<file path="src/rtl/mbx_pkg.sv">
package mbx_pkg;

    typedef enum logic [2:0] {
        ST_IDLE,
        ST_ADDR,
        ST_WDATA,
        ST_CMD,
        ST_POLL,
        ST_DONE
    } state_e;

    typedef enum logic [1:0] {
        RES_WRITE,
        RES_OK,
        RES_ERR,
        RES_TMO
    } result_e;

    localparam logic [31:0] CMD_CODE_WRITE = 32'd1;
    localparam logic [31:0] CMD_CODE_READ  = 32'd2;
    localparam logic [15:0] FAIL_WORD      = 16'hFFFF;

endpackage

</file>
<file path="src/rtl/mbx_poll_eval.sv">
module mbx_poll_eval #(
    parameter int READY_BIT = 19,
    parameter int STAT_LSB  = 17,
    parameter int STAT_W    = 2,
    parameter logic [STAT_W-1:0] STAT_OK = 2'b01
) (
    input  logic [31:0] word,
    output logic        ready,
    output logic        ok,
    output logic [15:0] data
);
    always_comb begin
        ready = word[READY_BIT];
        ok    = (word[STAT_LSB +: STAT_W] == STAT_OK);
        data  = word[15:0];
    end
endmodule

</file>
<file path="src/rtl/mbx_ctrl.sv">
module mbx_ctrl
    import mbx_pkg::*;
#(
    parameter int POLL_LIMIT = 32
) (
    input  logic    clk,
    input  logic    rst_n,
    input  logic    start,
    input  logic    is_write,
    input  logic    bus_ack,
    input  logic    poll_ready,
    input  logic    poll_ok,
    output state_e  state,
    output logic    res_load,
    output result_e res_kind
);
    localparam int CNT_W = $clog2(POLL_LIMIT + 1);
    localparam logic [CNT_W-1:0] LAST_POLL = CNT_W'(POLL_LIMIT - 1);

    state_e           state_q, state_d;
    logic [CNT_W-1:0] poll_cnt;
    logic             last_poll;

    assign last_poll = (poll_cnt == LAST_POLL);
    assign state     = state_q;

    always_comb begin
        state_d = state_q;
        unique case (state_q)
            ST_IDLE:  if (start)   state_d = ST_ADDR;
            ST_ADDR:  if (bus_ack) state_d = is_write ? ST_WDATA : ST_CMD;
            ST_WDATA: if (bus_ack) state_d = ST_CMD;
            ST_CMD:   if (bus_ack) state_d = is_write ? ST_DONE : ST_POLL;
            ST_POLL:  if (bus_ack && (poll_ready || last_poll)) state_d = ST_DONE;
            ST_DONE:  state_d = ST_IDLE;
            default:  state_d = ST_IDLE;
        endcase
    end

    always_ff @(posedge clk or negedge rst_n) begin
        if (!rst_n) begin
            state_q  <= ST_IDLE;
            poll_cnt <= '0;
        end else begin
            state_q <= state_d;
            if (state_q != ST_POLL)
                poll_cnt <= '0;
            else if (bus_ack && !last_poll)
                poll_cnt <= poll_cnt + 1'b1;
        end
    end

    always_comb begin
        res_load = 1'b0;
        res_kind = RES_WRITE;
        unique case (state_q)
            ST_CMD: begin
                if (bus_ack && is_write) begin
                    res_load = 1'b1;
                    res_kind = RES_WRITE;
                end
            end
            ST_POLL: begin
                if (bus_ack && poll_ready) begin
                    res_load = 1'b1;
                    res_kind = poll_ok ? RES_OK : RES_ERR;
                end else if (bus_ack && last_poll) begin
                    res_load = 1'b1;
                    res_kind = RES_TMO;
                end
            end
            default: ;
        endcase
    end
endmodule

</file>
<file path="src/rtl/mbx_bus_port.sv">
module mbx_bus_port
    import mbx_pkg::*;
#(
    parameter int          AW        = 16,
    parameter int          BUS_AW    = 8,
    parameter logic [31:0] ADDR_BIAS = 32'h0003_0000,
    parameter int          OFS_ADDR  = 'h00,
    parameter int          OFS_WDATA = 'h04,
    parameter int          OFS_CMD   = 'h08,
    parameter int          OFS_RDATA = 'h0C
) (
    input  state_e            state,
    input  logic              is_write,
    input  logic [AW-1:0]     addr,
    input  logic [15:0]       wdata,
    output logic              bus_req,
    output logic              bus_we,
    output logic [BUS_AW-1:0] bus_addr,
    output logic [31:0]       bus_wdata
);
    logic [31:0] addr_word;
    assign addr_word = (32'(addr) >> 1) + ADDR_BIAS;

    always_comb begin
        bus_req   = 1'b0;
        bus_we    = 1'b0;
        bus_addr  = '0;
        bus_wdata = '0;
        unique case (state)
            ST_ADDR: begin
                bus_req   = 1'b1;
                bus_we    = 1'b1;
                bus_addr  = BUS_AW'(OFS_ADDR);
                bus_wdata = addr_word;
            end
            ST_WDATA: begin
                bus_req   = 1'b1;
                bus_we    = 1'b1;
                bus_addr  = BUS_AW'(OFS_WDATA);
                bus_wdata = {16'h0000, wdata};
            end
            ST_CMD: begin
                bus_req   = 1'b1;
                bus_we    = 1'b1;
                bus_addr  = BUS_AW'(OFS_CMD);
                bus_wdata = is_write ? CMD_CODE_WRITE : CMD_CODE_READ;
            end
            ST_POLL: begin
                bus_req   = 1'b1;
                bus_addr  = BUS_AW'(OFS_RDATA);
            end
            default: ;
        endcase
    end
endmodule

</file>
<file path="src/rtl/mbx_reg_engine.sv">
module mbx_reg_engine
    import mbx_pkg::*;
#(
    parameter int          AW         = 16,
    parameter int          BUS_AW     = 8,
    parameter int          POLL_LIMIT = 32,
    parameter logic [31:0] ADDR_BIAS  = 32'h0003_0000,
    parameter int          OFS_ADDR   = 'h00,
    parameter int          OFS_WDATA  = 'h04,
    parameter int          OFS_CMD    = 'h08,
    parameter int          OFS_RDATA  = 'h0C,
    parameter int          READY_BIT  = 19,
    parameter int          STAT_LSB   = 17,
    parameter int          STAT_W     = 2,
    parameter logic [STAT_W-1:0] STAT_OK = 2'b01
) (
    input  logic              clk,
    input  logic              rst_n,
    input  logic              req_valid,
    input  logic              req_write,
    input  logic [AW-1:0]     req_addr,
    input  logic [15:0]       req_wdata,
    output logic              busy,
    output logic              done,
    output logic [15:0]       rsp_data,
    output logic              rsp_err,
    output logic              rsp_timeout,
    output logic              bus_req,
    output logic              bus_we,
    output logic [BUS_AW-1:0] bus_addr,
    output logic [31:0]       bus_wdata,
    input  logic              bus_ack,
    input  logic [31:0]       bus_rdata
);
    state_e        state;
    logic          start;
    logic          res_load;
    result_e       res_kind;
    logic          lat_write;
    logic [AW-1:0] lat_addr;
    logic [15:0]   lat_wdata;
    logic          poll_ready, poll_ok;
    logic [15:0]   poll_data;

    assign start = req_valid && (state == ST_IDLE);
    assign busy  = (state != ST_IDLE);
    assign done  = (state == ST_DONE);

    always_ff @(posedge clk or negedge rst_n) begin
        if (!rst_n) begin
            lat_write <= 1'b0;
            lat_addr  <= '0;
            lat_wdata <= '0;
        end else if (start) begin
            lat_write <= req_write;
            lat_addr  <= req_addr;
            lat_wdata <= req_wdata;
        end
    end

    always_ff @(posedge clk or negedge rst_n) begin
        if (!rst_n) begin
            rsp_data    <= '0;
            rsp_err     <= 1'b0;
            rsp_timeout <= 1'b0;
        end else if (res_load) begin
            unique case (res_kind)
                RES_WRITE: begin rsp_data <= '0;        rsp_err <= 1'b0; rsp_timeout <= 1'b0; end
                RES_OK:    begin rsp_data <= poll_data; rsp_err <= 1'b0; rsp_timeout <= 1'b0; end
                RES_ERR:   begin rsp_data <= FAIL_WORD; rsp_err <= 1'b1; rsp_timeout <= 1'b0; end
                RES_TMO:   begin rsp_data <= FAIL_WORD; rsp_err <= 1'b0; rsp_timeout <= 1'b1; end
                default:   ;
            endcase
        end
    end

    mbx_ctrl #(.POLL_LIMIT(POLL_LIMIT)) u_ctrl (
        .clk(clk), .rst_n(rst_n), .start(start), .is_write(lat_write),
        .bus_ack(bus_ack), .poll_ready(poll_ready), .poll_ok(poll_ok),
        .state(state), .res_load(res_load), .res_kind(res_kind)
    );

    mbx_bus_port #(
        .AW(AW), .BUS_AW(BUS_AW), .ADDR_BIAS(ADDR_BIAS), .OFS_ADDR(OFS_ADDR),
        .OFS_WDATA(OFS_WDATA), .OFS_CMD(OFS_CMD), .OFS_RDATA(OFS_RDATA)
    ) u_port (
        .state(state), .is_write(lat_write), .addr(lat_addr), .wdata(lat_wdata),
        .bus_req(bus_req), .bus_we(bus_we), .bus_addr(bus_addr), .bus_wdata(bus_wdata)
    );

    mbx_poll_eval #(
        .READY_BIT(READY_BIT), .STAT_LSB(STAT_LSB), .STAT_W(STAT_W), .STAT_OK(STAT_OK)
    ) u_eval (
        .word(bus_rdata), .ready(poll_ready), .ok(poll_ok), .data(poll_data)
    );
endmodule

</file>
<file path="config.mk">
export PLATFORM = sky130hd
export DESIGN_NAME = mbx_reg_engine
export DESIGN_NICKNAME = d
export VERILOG_FILES = /design/src/rtl/mbx_pkg.sv /design/src/rtl/mbx_poll_eval.sv /design/src/rtl/mbx_ctrl.sv /design/src/rtl/mbx_bus_port.sv /design/src/rtl/mbx_reg_engine.sv
export SDC_FILE = /design/constraint.sdc
export NUM_CORES = 1
export LEC_CHECK = 0
export ABC_AREA = 1
export BUFFER_PORTS_ARGS = -buffer_cell sky130_fd_sc_hd__buf_2
export CAP_MARGIN = 20
export CORE_MARGIN = 4
export CORE_UTILIZATION = 52
export DETAILED_ROUTE_END_ITERATION = 8
export PLACE_DENSITY = 0.95
export RECOVER_POWER = 25
export SYNTH_ARGS = -nofsm -noshare
export SYNTH_HDL_FRONTEND = slang
export SYNTH_SLANG_ARGS = --single-unit
</file>
<file path="constraint.sdc">
create_clock -name clk -period 2.2 [get_ports clk]
set_input_delay 0.44 -clock clk [delete_from_list [all_inputs] [get_ports clk]]
set_output_delay 0.44 -clock clk [all_outputs]
set_load 0.01 [all_outputs]
</file>
==> results of run 1 <==
## final cells by class
class	instances	area share, %
clock inverter	4	1.30
tap	72	2.40
multi-input combinational	212	35.2
sequential	59	39.5
clock buffer	12	4.14
inverter	36	3.67
timing repair buffer	101	13.9
## where the power goes
part,internal (mW),switching (mW)
combinational,1.02,1.19
clock,0.583,0.434
sequential,1.55,0.308
## per-layer routing
metal,global-route usage [%],vias up,share of wire [%]
li1,-,1211,-
met1,23.8,1208,40
met4,7.77,0,1.4
met3,6.60,13,9.8
met2,34.2,115,49
met5,0,-,0
## through the flow
step	hold slack, ns	cell area (µm²)
floorplan	0.144	3170
global placement	0.485	3540
detailed placement	0.495	3540
CTS	0.270	3740
global route	0.314	3750
finish	0.308	3750
## flip-flops by register name (all words and copies together) (netlist names)
| register | count |
|---|---|
| lat_write | 1 |
| rsp_data | 16 |
| u_ctrl.poll_cnt | 6 |
| lat_wdata | 16 |
| lat_addr | 15 |
| rsp_timeout | 1 |
| rsp_err | 1 |
| u_ctrl.state | 3 |
## worst max-delay path by stage
stage	start	end	slack, ns	cells past startpoint
CTS	u_ctrl.state[1]$_DFFE_PN0P_	bus_req	0.06	6
detailed placement	u_ctrl.state[1]$_DFFE_PN0P_	bus_req	0.44	6
floorplan	u_ctrl.state[0]$_DFFE_PN0P_	bus_wdata[1]	0.48	5
global route	u_ctrl.state[2]$_DFFE_PN0P_	bus_wdata[1]	0.02	5
global placement	u_ctrl.state[0]$_DFFE_PN0P_	bus_req	0.47	6
finish	u_ctrl.state[2]$_DFFE_PN0P_	bus_wdata[1]	0.15	5
## kinds of logic after synthesis
| family | share of synthesized area (%) |
|---|---|
| AOI/OAI and AO/OA | 7.56 |
| adders and majority gates | 0.404 |
| buffers and inverters | 12.0 |
| DFF | 47.7 |
| muxes | 10.9 |
| other | 0.121 |
| and+or+nand+nor | 21.3 |
## cells in the final DEF, fill, tap and decap left out
cell,synthesis,layout
o21ai_0,12,12
nand3b_1,1,1
a32o_1,13,13
a21oi_1,4,4
buf_2,4,96
clkbuf_8,0,11
nand3_1,18,18
clkbuf_2,0,1
o211ai_1,1,1
inv_4,0,1
clkinv_2,0,2
nor2_4,4,4
nand4_1,2,2
buf_6,3,1
bufinv_16,0,1
inv_2,4,3
dfrtp_2,0,2
clkinv_4,0,1
nor3_1,1,1
conb_1,1,20
buf_4,24,3
mux2_2,30,30
clkbuf_1,1,1
a31o_2,1,1
nand3_2,12,12
nor3_4,1,1
nor2_1,10,10
dfrtp_1,59,57
ha_1,1,1
inv_1,32,32
nand2_4,3,3
nand2_2,1,1
o21bai_1,1,1
nand2_1,76,76
==> flow_summary_export.csv, run 1 <==
group,metric,value,unit
detailed_routing,dr.pass1.iters,4,
detailed_routing,drtAntennaViolNets,0,
detailed_routing,drt_iter0_markers,99,
setup_path,cp_max_fo,16,
final_layout,fillers,444,
clocking,numCtsBuffers,9,
sta,finalSetupTns,0,ns
setup_path,cp.required,1.76,ns
sta,hold_viol_final,0,
logic_synthesis,postSynth.asyncResetShare,100,%
sta,fin_crit_sh,93.3,%
placement,dp_hpwl,5150,µm
logic_synthesis,syn_area,3100,µm²
clocking,cts_tree,"yes",
final_layout,area_growth_syn_to_layout,21.1,%
die,die_height,85.2,µm
clocking,path_clk_slew,0.07,ns
clocking,cts.repair.resized,0,
min_path,worstHoldPathCells,2,
detailed_routing,avgRoutedWirePerCell,14.3,µm
global_routing,gr-total-overflow,0,
logic_synthesis,ys_types,27,
sta,fmax,0.487,GHz
placement,io_buffers,96,
setup_path,cp_cell_sequence,"nor2_4 > buf_4 > nand3_1 > o211ai_1 > buf_2",
pwr,power.density,1360,nW/µm²
setup_path,reg2reg_to,"rsp_data[0]$_DFFE_PN0P_",
clocking,cts.hold.buffers_added,0,
logic_synthesis,synth-edff-count,0,
logic_synthesis,ys_warn_count,0,
detailed_routing,vias,2547,
logic_synthesis,yosysTopAreaCell,"dfrtp_1",
setup_path,endpoint_kind,"primary output",
final_layout,fin_nets,489,
die,num_rows,27,
sta,setup_viol,0,
logic_synthesis,yosysMostFrequentCell,"nand2_1",
global_routing,grt_pass1_vias,2512,
setup_path,cp_num_buf_inv,2,
logic_synthesis,yosysTopAreaCellShare,47.7,%
global_routing,antenna_found_initial,0,
sta,worst_slew_pin_slew,1.45,ns
sta,slew_headroom,3.57,%
logic_synthesis,synth_commonest_cells,"76 x nand2_1, 59 x dfrtp_1, 32 x inv_1",
clocking,clk_latency,0.34,ns
final_layout,layout.area.seq,1480,µm²
setup_path,critical_path_class,"register to primary output",
status,outcome,"finished clean",
die,core_area,5640,µm²
sta,setup_slack,0.148,ns
global_routing,grtUsageTotal,20.2,%
die,die_x,85.2,µm
detailed_routing,finalWirelength,7090,µm
detailed_routing,drcViolationCount,0,
pwr,finalPower,5.08,mW
die,start_util,54.9,%
die,die_area,7250,µm²
clocking,post_cts_buffers,0,
detailed_routing,via_per_inst,5.14,
global_routing,grt_max_degree,60,
min_path,min_to,"rsp_timeout$_DFFE_PN0P_",
final_layout,multiInputGateArea,1320,µm²
clocking,clockBufferDepth,2,
min_path,hp-class,"primary input to register",
final_layout,layout-drive-gt1-share,41.0,%
clocking,cts.sinks,59,
setup_path,cp.arrival,1.61,ns
pwr,leakagePower,2.08,nW
sta,rsz0062_at_grt,"no",
logic_synthesis,avgSynthCellArea,9.68,µm²
final_layout,diodes,0,
setup_path,max_stage_delay,0.48,ns
setup_path,startpoint_type,"register",
sta,drv_slew,0,
final_layout,post-route-util,66.4,%
job,cap_violations,0,
logic_synthesis,synthCells,320,
placement,post-place-ws,0.437,ns
logic_synthesis,ys_seq_elements,59,
clocking,htreeDepth,3,
placement,place.gp.congestion,0.769,
logic_synthesis,ys_seq_area_share,47.7,%
sta,period_minus_slack,2.05,ns
logic_synthesis,synth_top_flop_cell,"dfrtp_1",
logic_synthesis,synth_area_leaders,"dfrtp_1 48%, mux2_2 11%, nand2_1 9.2%",
die,io_pins,131,
min_path,hp-start,"bus_rdata[19]",
setup_path,cp_top_family,"flip-flops",
clocking,cts_root_buf,"clkbuf_8",
setup_path,rr_startpoint,"u_ctrl.poll_cnt[0]$_DFFE_PN0P_",
global_routing,grt_pass1_wl,11700,µm
setup_path,r2r_slack,0.43,ns
pwr,peakVddDrop,0.884,mV
placement,dp.cells,480,
sta,finalClockSkew,0.00703,ns
setup_path,cpMaxStageDelayCell,"dfrtp_1",
setup_path,rr_worst_depth,9,
final_layout,fin_cells,496,
No activity file was read; power rests on OpenSTA's default activity.
==> run 2: changes to the inputs <==
--- a/config.mk
+++ b/config.mk
@@ -8,6 +8,7 @@
 export ABC_AREA = 1
 export BUFFER_PORTS_ARGS = -buffer_cell sky130_fd_sc_hd__buf_2
 export CAP_MARGIN = 20
+export CORE_ASPECT_RATIO = 1.2
 export CORE_MARGIN = 4
 export CORE_UTILIZATION = 52
 export DETAILED_ROUTE_END_ITERATION = 8
==> run 2 against run 1 <==
Worst setup slack worse by 0.019 ns. Non-clock buffer count is 1 higher. Fmax is 0.91% lower. Final cell count is 1.6% higher. Clock-buffer cell count is 1 higher. Die area hardly changed. Design area is 0.77% lower. Via count is 2.0% lower. Sequential cell count stayed put. Register-to-register slack better by 0.02 ns. Routed wire length is 0.73% lower. Critical path type unchanged. Largest cell class unchanged. Largest power group unchanged.
==> flow_summary_export.csv, run 2 (synthesis results as in run 1) <==
group,metric,value,unit
clocking,cts_root_buf,"clkbuf_8",
sta,finalClockSkew,0.00441,ns
die,num_rows,30,
sta,rsz0062_at_grt,"no",
clocking,cts.hold.buffers_added,0,
global_routing,grt_max_degree,60,
global_routing,gr-total-overflow,0,
setup_path,cp.arrival,1.63,ns
sta,drv_slew,0,
job,cap_violations,0,
setup_path,endpoint_kind,"primary output",
min_path,hp-start,"bus_rdata[19]",
pwr,peakVddDrop,0.754,mV
die,start_util,54.3,%
clocking,htreeDepth,3,
detailed_routing,drcViolationCount,0,
sta,hold_viol_final,0,
min_path,worstHoldPathCells,2,
setup_path,rr_worst_depth,9,
sta,worst_slew_pin_slew,1.45,ns
placement,place.gp.congestion,0.796,
clocking,clk_latency,0.33,ns
sta,fin_crit_sh,94.1,%
setup_path,startpoint_type,"register",
detailed_routing,vias,2495,
setup_path,cp.required,1.76,ns
die,die_area,7260,µm²
setup_path,reg2reg_to,"rsp_data[15]$_DFFE_PN0P_",
final_layout,layout_commonest_cell,"buf_2",
final_layout,layout-drive-gt1-share,40.6,%
sta,fmax,0.483,GHz
sta,period_minus_slack,2.07,ns
global_routing,grt_pass1_wl,11700,µm
clocking,cts_tree,"yes",
setup_path,cp_max_fo,9,
setup_path,critical_path_class,"register to primary output",
sta,finalSetupTns,0,ns
die,die_height,92.5,µm
detailed_routing,avgRoutedWirePerCell,14.0,µm
pwr,power.density,1320,nW/µm²
detailed_routing,drt_iter0_markers,118,
die,core_area,5710,µm²
min_path,hp-class,"primary input to register",
final_layout,final_cell_mix,"96 x buf_2, 76 x nand2_1, 57 x dfrtp_1",
global_routing,antenna_found_initial,0,
die,die_x,78.4,µm
pwr,leakagePower,2.05,nW
global_routing,grt_pass1_vias,2489,
setup_path,rr_startpoint,"u_ctrl.poll_cnt[0]$_DFFE_PN0P_",
clocking,clockBufferDepth,2,
clocking,cts.sinks,59,
setup_path,r2r_slack,0.45,ns
clocking,path_clk_slew,0.06,ns
final_layout,fin_nets,490,
die,io_pins,131,
clocking,numCtsBuffers,9,
placement,dp_hpwl,5210,µm
pwr,finalPower,4.91,mW
min_path,min_to,"rsp_timeout$_DFFE_PN0P_",
final_layout,area_growth_syn_to_layout,20.1,%
global_routing,grtUsageTotal,20.5,%
sta,slew_headroom,3.19,%
status,outcome,"finished clean",
detailed_routing,finalWirelength,7040,µm
detailed_routing,dr.pass1.iters,5,
placement,io_buffers,96,
detailed_routing,drtAntennaViolNets,0,
final_layout,reg.largest.list,"lat_wdata (16), rsp_data (16), lat_addr (15)",
final_layout,diodes,0,
detailed_routing,via_per_inst,4.95,
final_layout,fillers,471,
sta,setup_viol,0,
-- run 2: cell types whose count changed in the layout (fill, tap and decap cells not counted), sizes merged --
cell      delta
bufinv       -1
clkbuf       +1
clkinv       -2
clkinvlp     +1
buf          +1
-- run 2: worst max path at each step --
stage | start | endpoint | slack, ns | cells after the start
floorplan | u_ctrl.state[0]$_DFFE_PN0P_ | bus_wdata[1] | 0.48 | 5
global placement | u_ctrl.state[1]$_DFFE_PN0P_ | bus_wdata[5] | 0.41 | 5
detailed placement | u_ctrl.state[1]$_DFFE_PN0P_ | bus_wdata[8] | 0.36 | 5
CTS | u_ctrl.state[2]$_DFFE_PN0P_ | bus_wdata[12] | 0.03 | 4
global route | u_ctrl.state[0]$_DFFE_PN0P_ | bus_req | 0.04 | 8
finish | u_ctrl.state[1]$_DFFE_PN0P_ | bus_wdata[12] | 0.13 | 5
-- run 2: worst max-delay path: stages (launching register included) --
cell and delay, ns:
dfrtp_2 0.46, inv_2 0.06, nor2_4 0.21, buf_4 0.22, a32o_1 0.19, buf_2 0.14
-- run 2: layout make-up --
class	instances	area [µm²]	share of cell area [%]
Inverter	36	138	3.70
Timing Repair Buffer	102	523	14.1
Tap cell	80	100	2.69
Multi-Input combinational cell	212	1320	35.5
Sequential cell	59	1480	39.8
Clock buffer	13	149	4.00
Clock inverter	2	12.5	0.336
-- run 2: through the flow --
step	utilization (%)	worst slack [ns]	instance area, µm²	std cells	hold WS, ns
2_1_floorplan	-	0.483	3170	339	0.144
3_3_place_gp	62.2	0.413	3550	488	0.484
3_5_place_dp	62.2	0.359	3550	488	0.489
4_1_cts	65.0	0.0327	3710	503	0.271
5_1_grt	65.2	0.0378	3720	504	0.319
6_report	65.2	0.129	3720	504	0.324
-- run 2: what timing repair did --
item | 4_1_cts | 5_1_grt
gates cloned | 0 | 0
resized for setup | 1 | 2
buffers inserted | 0 | 1
endpoints found under the setup margin | 2 | 7
pin swaps | 0 | 1
-- run 2: per-layer routing --
| metal | global-route usage [%] | vias to the layer above | part of all wire, % |
|---|---|---|---|
| met4 | 7.14 | 0 | 0.99 |
| met5 | 0 | - | 0 |
| met1 | 23.5 | 1184 | 38 |
| met3 | 4.86 | 5 | 6.6 |
| li1 | - | 1210 | - |
| met2 | 37.1 | 96 | 54 |
-- run 2: report_power, final --
group          leakage (nW)  total (mW)  switching, mW  internal (mW)
sequential            0.736        1.85          0.295           1.56
combinational          1.24        2.22           1.20           1.02
clock                0.0795       0.834          0.401          0.432
